**config.mk**
```make
export PLATFORM = sky130hd
export DESIGN_NAME = prefix_relocator
export DESIGN_NICKNAME = d
export VERILOG_FILES = /design/src/rtl/prefix_pkg.sv /design/src/rtl/prefix_reg.sv /design/src/rtl/block_swap.sv /design/src/rtl/rsp_stage.sv /design/src/rtl/prefix_relocator.sv
export SDC_FILE = /design/constraint.sdc
export NUM_CORES = 1
export LEC_CHECK = 0
export ABC_CLOCK_PERIOD_IN_PS = 1800
export BUFFER_PORTS_ARGS = -buffer_cell sky130_fd_sc_hd__buf_2
export CELL_PAD_IN_SITES_DETAIL_PLACEMENT = 1
export CELL_PAD_IN_SITES_GLOBAL_PLACEMENT = 2
export CORE_UTILIZATION = 30
export DETAILED_ROUTE_END_ITERATION = 7
export HOLD_SLACK_MARGIN = 0.05
export PLACE_DENSITY_LB_ADDON = 0.1
export RECOVER_POWER = 50
export SLEW_MARGIN = 20
export SYNTH_ARGS = -nofsm -noshare
export SYNTH_HDL_FRONTEND = slang
export SYNTH_SLANG_ARGS = --single-unit
export TNS_END_PERCENT = 5
```
**constraint.sdc**
```tcl
create_clock -name clk_i -period 1.8 [get_ports clk_i]
set_input_delay 0.54 -clock clk_i [delete_from_list [all_inputs] [get_ports clk_i]]
set_output_delay 0.54 -clock clk_i [all_outputs]
set_load 0.005 [all_outputs]
```
**src/rtl/prefix_pkg.sv**
```systemverilog
package prefix_pkg;
  localparam int unsigned DEF_ADDR_W = 24;
  localparam int unsigned DEF_OFF_W  = 12;
endpackage

```
**src/rtl/prefix_reg.sv**
```systemverilog
module prefix_reg #(
  parameter int unsigned BLK_W = 12
) (
  input  logic             clk_i,
  input  logic             rst_ni,
  input  logic             we_i,
  input  logic [BLK_W-1:0] wdata_i,
  output logic [BLK_W-1:0] prefix_o
);
  logic [BLK_W-1:0] prefix_q;

  always_ff @(posedge clk_i or negedge rst_ni) begin
    if (!rst_ni)   prefix_q <= '0;
    else if (we_i) prefix_q <= wdata_i;
  end

  assign prefix_o = prefix_q;

  AST_PFX_LOAD: assert property (@(posedge clk_i) disable iff (!rst_ni)
    we_i |=> prefix_o == $past(wdata_i));
  AST_PFX_HOLD: assert property (@(posedge clk_i) disable iff (!rst_ni)
    !we_i |=> $stable(prefix_o));
endmodule

```
**src/rtl/block_swap.sv**
```systemverilog
module block_swap #(
  parameter int unsigned ADDR_W = 24,
  parameter int unsigned OFF_W  = 12,
  localparam int unsigned BLK_W = ADDR_W - OFF_W
) (
  input  logic [ADDR_W-1:0] addr_i,
  input  logic [BLK_W-1:0]  prefix_i,
  output logic [ADDR_W-1:0] addr_o
);
  logic [BLK_W-1:0] blk_in, blk_out;

  assign blk_in = addr_i[ADDR_W-1:OFF_W];

  // block zero checked first: with a zero prefix both rules agree
  always_comb begin
    if (blk_in == '0)            blk_out = prefix_i;
    else if (blk_in == prefix_i) blk_out = '0;
    else                         blk_out = blk_in;
  end

  assign addr_o = {blk_out, addr_i[OFF_W-1:0]};
endmodule

```
**src/rtl/rsp_stage.sv**
```systemverilog
module rsp_stage #(
  parameter int unsigned ADDR_W = 24
) (
  input  logic              clk_i,
  input  logic              rst_ni,
  input  logic              valid_i,
  input  logic [ADDR_W-1:0] addr_i,
  output logic              valid_o,
  output logic [ADDR_W-1:0] addr_o
);
  logic              valid_q;
  logic [ADDR_W-1:0] addr_q;

  always_ff @(posedge clk_i or negedge rst_ni) begin
    if (!rst_ni) begin
      valid_q <= 1'b0;
      addr_q  <= '0;
    end else begin
      valid_q <= valid_i;
      if (valid_i) addr_q <= addr_i;
    end
  end

  assign valid_o = valid_q;
  assign addr_o  = addr_q;
endmodule

```
**src/rtl/prefix_relocator.sv**
```systemverilog
module prefix_relocator
  import prefix_pkg::*;
#(
  parameter int unsigned ADDR_W = DEF_ADDR_W,
  parameter int unsigned OFF_W  = DEF_OFF_W,
  localparam int unsigned BLK_W = ADDR_W - OFF_W
) (
  input  logic              clk_i,
  input  logic              rst_ni,
  input  logic              pfx_we_i,
  input  logic [BLK_W-1:0]  pfx_wdata_i,
  input  logic              req_valid_i,
  input  logic [ADDR_W-1:0] req_addr_i,
  output logic              rsp_valid_o,
  output logic [ADDR_W-1:0] rsp_addr_o
);
  logic [BLK_W-1:0]  prefix;
  logic [ADDR_W-1:0] abs_addr;

  prefix_reg #(.BLK_W(BLK_W)) u_pfx (
    .clk_i    (clk_i),
    .rst_ni   (rst_ni),
    .we_i     (pfx_we_i),
    .wdata_i  (pfx_wdata_i),
    .prefix_o (prefix)
  );

  block_swap #(.ADDR_W(ADDR_W), .OFF_W(OFF_W)) u_swap (
    .addr_i   (req_addr_i),
    .prefix_i (prefix),
    .addr_o   (abs_addr)
  );

  rsp_stage #(.ADDR_W(ADDR_W)) u_rsp (
    .clk_i   (clk_i),
    .rst_ni  (rst_ni),
    .valid_i (req_valid_i),
    .addr_i  (abs_addr),
    .valid_o (rsp_valid_o),
    .addr_o  (rsp_addr_o)
  );

  AST_VALID_FOLLOW: assert property (@(posedge clk_i) disable iff (!rst_ni)
    rsp_valid_o == $past(req_valid_i));
  AST_OFFSET_KEEP: assert property (@(posedge clk_i) disable iff (!rst_ni)
    req_valid_i |=> rsp_addr_o[OFF_W-1:0] == $past(req_addr_i[OFF_W-1:0]));
  AST_LOW_TO_PFX: assert property (@(posedge clk_i) disable iff (!rst_ni)
    req_valid_i && req_addr_i[ADDR_W-1:OFF_W] == '0
    |=> rsp_addr_o[ADDR_W-1:OFF_W] == $past(prefix));
  AST_PFX_TO_LOW: assert property (@(posedge clk_i) disable iff (!rst_ni)
    req_valid_i && req_addr_i[ADDR_W-1:OFF_W] == prefix
    |=> rsp_addr_o[ADDR_W-1:OFF_W] == '0 || $past(prefix) == '0);
  AST_OTHER_PASS: assert property (@(posedge clk_i) disable iff (!rst_ni)
    req_valid_i && req_addr_i[ADDR_W-1:OFF_W] != '0 && req_addr_i[ADDR_W-1:OFF_W] != prefix
    |=> rsp_addr_o == $past(req_addr_i));
  AST_ZERO_IDENT: assert property (@(posedge clk_i) disable iff (!rst_ni)
    req_valid_i && prefix == '0 |=> rsp_addr_o == $past(req_addr_i));
endmodule

```
==> results.md, run 1 <==
* Initial core utilization at 31.2%
* Yosys top cell area share at 53.9%
* H-tree depth at 2
* Worst flop-to-flop path startpoint: u_pfx.prefix_o[6]
* Period utilization at 79.2%
* Share of cells above drive strength 1 at 54.1%
* Critical path buffer and inverter count at 1
* Final setup TNS at 0 ns
* Worst-case clock buffer depth at 2
* HPWL after detailed placement at 3290 um
* Max VDD drop at 0.362 mV
* Hold slack at 0.450 ns
* Vias/cell at 4.60
* Clock transition at path regs at 0.07 ns
* Slowest stage delay, CP at 0.37 ns
* Number of antenna violations at the first check in global routing at 0
* Final ANT Viol Nets at 0
* PD cells at 863 mW/mm2
* DIE HEIGHT at 77.6 um
* Fill cells at 628
* Biggest area consumer among synthesized cells: dfrtp_1
* Pwr Total at 1.92 mW
* Crit-path cells: clkbuf_1 > nor4b_4 > and4_4 > a21oi_1 > o21ai_0
* Top delay family on crit path: simple AND/OR/NAND/NOR gates
* Final Core Density at 40.4%
* Site Rows at 27
* Crit-path slowest cell: and4_4
* FF-to-FF setup slack at 0.40 ns
* Worst-path maximum fanout at 12
* Worst EP required at 2.00 ns
* Placed cells at 271
* Routability Congestion at 0.732
* Placed Area at 0.00213 mm2
* Crit end category: flip-flop
* Drt total wl at 4250 um
* Seq/Total Area, Yosys at 53.9%
* DR WL/cell at 15.2 um
* All-Layer GR Usage at 15.6%
* Congestion Overflow GR at 0
* Synth cell types at 21
* # setup viols final at 0
* CP startpoint kind: input port
* CTS tree: yes
* Synth Warn # at 0
* Residual DRC count at 0
* Outcome: completed
* Number of hold buffers added after cts at 0
* Final Instance Area at 0.00222 mm2
* Die Width at 77.6 um
* Die ar. at 0.00603 mm2
* Hold Vio Cnt, Final at 0
* Leakage power at 1.01 nW
* Unrepaired setup endpoints after global routing: false
* CTS Root Cell: clkbuf_8
* Sink Count at 37
* Largest cells by area after synthesis: dfrtp_1 (54%), mux2_2 (16%), xnor2_1 (6.1%), o21ai_2 (5.1%), nor2b_1 (3.3%)
* Finished Layout Cells at 279
* Number of synthesized register bits at 37
* Mapped cell area at 0.00172 mm2
* Worst Setup SP: req_valid_i
* NumNets Final at 246
* Max Freq at 701 MHz
* Inserted Clock Buffers at 5
* Slew @ Worst Pin at 1.14 ns
* Vias in the first global route at 1408
* I/O Buffers at 64
* Placeable core area at 0.00551 mm2
* Max-cap viol count at 0
* Pin count of the biggest net entering global routing at 21
* Via count at 1284
* Final min period at 1.43 ns
* Fin. max-slew vios at 0
* Setup WS post-layout at 0.374 ns
* I/O pin cnt at 65
* CP arrival at 1.63 ns
* Diodes inserted at 0
* Post-CTS Resized at 0
* Setup Skew at 0.00653 ns
* Worst setup path category: input port to flip-flop
* Area delta synth->final at 29.5%
* 1st-iter DRT viols at 37
* Slew margin rel. at 24.2%
* First-pass GRT wire length at 7100 um
* Mapped Nets at 177
* Pre-CTS setup slack at 0.112 ns
* Syn avg cell area at 12.5 um2
* Worst-skew pair later-pin latency at 0.29 ns
* Tightest Hold Check Type: input port to async pin
* Post-synthesis cell count at 137
* Post CTS Setup Buffer Count at 0
* TritonRoute pass-1 iters at 4
power by group:
part           total (mW)  switching (mW)  internal (mW)  leakage [nW]
registers           0.964          0.0538          0.910         0.438
logic               0.315           0.140          0.175         0.522
clock network       0.639           0.293          0.346        0.0542
total                1.92           0.486           1.43          1.01
final timing paths:
check	to	depth (start not counted)
worst max-delay path	u_rsp.addr_o[12]	5
worst min-delay path	u_rsp.addr_o[0]	1
worst max register to register	u_rsp.addr_o[23]	5
worst min register to register	u_rsp.addr_o[11]	1
max in group asynchronous	u_pfx.prefix_o[3]	1
min in group clk_i	u_pfx.prefix_o[8]	2
layout make-up:
class / count / area, um2 / area share [%]
sequential: 37 / 926 / 41.6
tap: 72 / 90.1 / 4.05
multi-input combinational: 93 / 739 / 33.3
timing repair buffer: 69 / 367 / 16.5
clock buffer: 7 / 96.3 / 4.33
clock inverter: 1 / 5.00 / 0.225
cells in the final DEF (no fill, tap or decap), drive strengths merged:
cell type  count
nand2         12
and2b          3
clkbuf        10
buf           66
a21oi         12
nor4           1
xnor2         12
nand4          3
nor2           1
and4           1
nor4b          1
clkinv         1
mux2          24
dfrtp         37
nor2b          9
o21ai         12
nor3           2
cell families (layout without fill, tap and decap cells):
group                     after synthesis  after routing  synth area share (%)
muxes                                  24             24                  15.7
buffers and inverters                   7             77                  2.99
and+or+nand+nor                        33             33                  11.8
DFF                                    37             37                  53.9
xor gates and xnor gates               12             12                  6.12
AOI/OAI and AO/OA                      24             24                  9.40
worst reg2reg max path, delay by kind of cell (launching register included):
kind / cells / cell delay (ns)
flops: 1 / 0.41
simple gates: 2 / 0.34
xor+xnor: 1 / 0.22
buf+inv: 1 / 0.21
compound gates: 1 / 0.10
synthesized netlist by cell type:
cell       n
a21oi_1   11
a21oi_2    1
and2b_1    3
and4_4     1
buf_2      2
buf_4      2
buf_6      2
clkbuf_1   1
dfrtp_1   37
mux2_2    24
nand2_1   12
nand4_1    3
nor2_1     1
nor2b_1    9
nor3_1     1
nor3_2     1
nor4_1     1
nor4b_4    1
o21ai_0    2
o21ai_2   10
xnor2_1   12
sequential cells by signal, indices dropped and copies added (netlist names):
name	count
u_rsp.addr_o	24
u_pfx.prefix_o	12
u_rsp.valid_o	1
routing by layer:
metal / wire (um) / up-vias / share of wire, % / global-route usage [%]
li1: - / 614 / - / -
met1: 1900 / 626 / 45 / 19.8
met2: 2100 / 36 / 49 / 25.4
met3: 178 / 8 / 4.2 / 4.47
met4: 69 / 0 / 1.6 / 5.09
met5: 0 / - / 0 / 0
(Power assumes the default switching activity.)
==> run 2, diff against run 1 <==
- ABC_CLOCK_PERIOD_IN_PS: 1800 -> 1450
- clock period: 1.8 -> 1.45 ns (I/O delays scaled with it)
==> run 2 against run 1 <==
Effect of this change:
- sequential power grew 24%
- register-to-register slack lost 0.35 ns
- combinational power grew 29%
- cell count grew 0.72%
- clock power grew 13%
- clock skew grew 0.00080 ns
- largest cell class unchanged
==> results.md, run 2 (same netlist as run 1, synthesis figures left out) <==
* Finished Layout Cells at 281
* FF-to-FF End: u_rsp.addr_o[21]
* Pin count of the biggest net entering global routing at 38
* Hold slack at 0.368 ns
* Worst-case clock buffer depth at 2
* Max reg flops at 24
* Inserted Clock Buffers at 5
* Sink Count at 37
* HPWL after detailed placement at 3260 um
* CTS tree: yes
* Most frequent cells in the layout: buf_2 (63), dfrtp_1 (37), mux2_2 (24)
* Pwr Total at 2.32 mW
* Congestion Overflow GR at 0
* Area delta synth->final at 30.3%
* Worst setup path category: flip-flop to flip-flop
* CTS Root Cell: clkbuf_8
* All-Layer GR Usage at 15.5%
* Critical path buffer and inverter count at 1
* Routability Congestion at 0.746
* Max-cap viol count at 0
* First-pass GRT wire length at 7030 um
* CP startpoint kind: flip-flop
* Worst-path maximum fanout at 5
* Die ar. at 0.00603 mm2
* DIE HEIGHT at 77.6 um
* Slowest stage delay, CP at 0.42 ns
* FF-to-FF setup slack at 0.05 ns
* Top delay family on crit path: flip-flops
* Fin. max-slew vios at 0
* Register-to-Register Path Depth at 5
* Number of hold buffers added after cts at 0
* Slew margin rel. at 37.8%
* Clock transition at path regs at 0.07 ns
* Residual DRC count at 0
* Tightest Hold Check Type: input port to async pin
* Placed Area at 0.00215 mm2
* Final Instance Area at 0.00224 mm2
* Die Width at 77.6 um
* Slew @ Worst Pin at 0.933 ns
* Commonest non-fill, non-tap cell in the layout: buf_2
* Worst EP required at 1.62 ns
* 1st-iter DRT viols at 27
* Share of cells above drive strength 1 at 56.0%
* Final ANT Viol Nets at 0
* Placed cells at 274
* PD cells at 1040 mW/mm2
* Crit-path cells: xnor2_2 > nand4_1 > nor3_2 > buf_4 > o21ai_2
* Via count at 1294
* Vias/cell at 4.60
* TritonRoute pass-1 iters at 4
* Crit end category: flip-flop
* Worst-skew pair later-pin latency at 0.28 ns
* Drt total wl at 4270 um
* Setup Skew at 0.00733 ns
* Max VDD drop at 0.470 mV
* H-tree depth at 2
* Hold Vio Cnt, Final at 0
* Crit-path slowest cell: dfrtp_1
* Number of antenna violations at the first check in global routing at 0
* Outcome: completed
* Diodes inserted at 0
* I/O Buffers at 64
* Final setup TNS at 0 ns
* Vias in the first global route at 1368
* Site Rows at 27
* Initial core utilization at 31.2%
* NumNets Final at 249
* Final min period at 1.40 ns
* Worst flop-to-flop path startpoint: u_pfx.prefix_o[9]
* DR WL/cell at 15.2 um
* # setup viols final at 0
* Placeable core area at 0.00551 mm2
* CP arrival at 1.56 ns
* Max Freq at 716 MHz
* Leakage power at 1.03 nW
* I/O pin cnt at 65
* Period utilization at 96.3%
* Unrepaired setup endpoints after global routing: true
run 2: changes by cell type in the layout (fill, tap and decap cells not counted), moves of 2 or more:
cell     change
buf_2        +2
o21ai_0      -2
xnor2_1      -2
xnor2_2      +2
run 2: where the power goes:
part           switching [mW]  internal (mW)  leakage, nW  total (mW)
Sequential             0.0671           1.13        0.438        1.20
Combinational           0.181          0.226        0.549       0.407
Clock                   0.343          0.377       0.0443       0.720
Total                   0.591           1.73         1.03        2.32
run 2: layout make-up:
class	count	area [um2]
Sequential cell	37	926
Multi-Input combinational cell	93	758
Timing Repair Buffer	72	377
Tap cell	72	90.1
Clock buffer	7	86.3
Fill cell	632	3270
run 2: worst max path at each step:
| stage | from | endpoint | slack, ns | cells after the start |
|---|---|---|---|---|
| 2_1_floorplan | req_valid_i | u_rsp.addr_o[13] | 0.11 | 6 |
| 3_3_place_gp | req_addr_i[20] | u_rsp.addr_o[13] | -0.16 | 6 |
| 3_5_place_dp | req_addr_i[20] | u_rsp.addr_o[23] | -0.19 | 6 |
| 4_1_cts | u_pfx.prefix_o[2] | u_rsp.addr_o[23] | 0.06 | 5 |
| 5_1_grt | u_pfx.prefix_o[9] | u_rsp.addr_o[13] | -0.04 | 5 |
| 6_report | u_pfx.prefix_o[9] | u_rsp.addr_o[21] | 0.05 | 5 |
run 2: routing by layer:
metal  vias to the layer above  share of wire, %  routed length, um  global-route usage, %
li1                        616                 -                  -                      -
met1                       638                44               1860                   19.8
met2                        35                49               2110                   25.1
met3                         5               5.7                243                   4.59
met4                         0               1.2                 52                   4.53
met5                         -                 0                  0                      0
run 2: repair_timing:
| item | CTS | global route |
|---|---|---|
| resized for setup | 0 | 6 |
| setup buffers | 0 | 0 |
| endpoints found under the setup margin | 0 | 10 |
run 2: through the flow:
stage,worst slack [ns],util (%)
3_5_place_dp,-0.191,39.0
6_report,0.0542,40.6
4_1_cts,0.0643,40.6
3_3_place_gp,-0.163,39.0
5_1_grt,-0.0426,40.6
2_1_floorplan,0.112,-
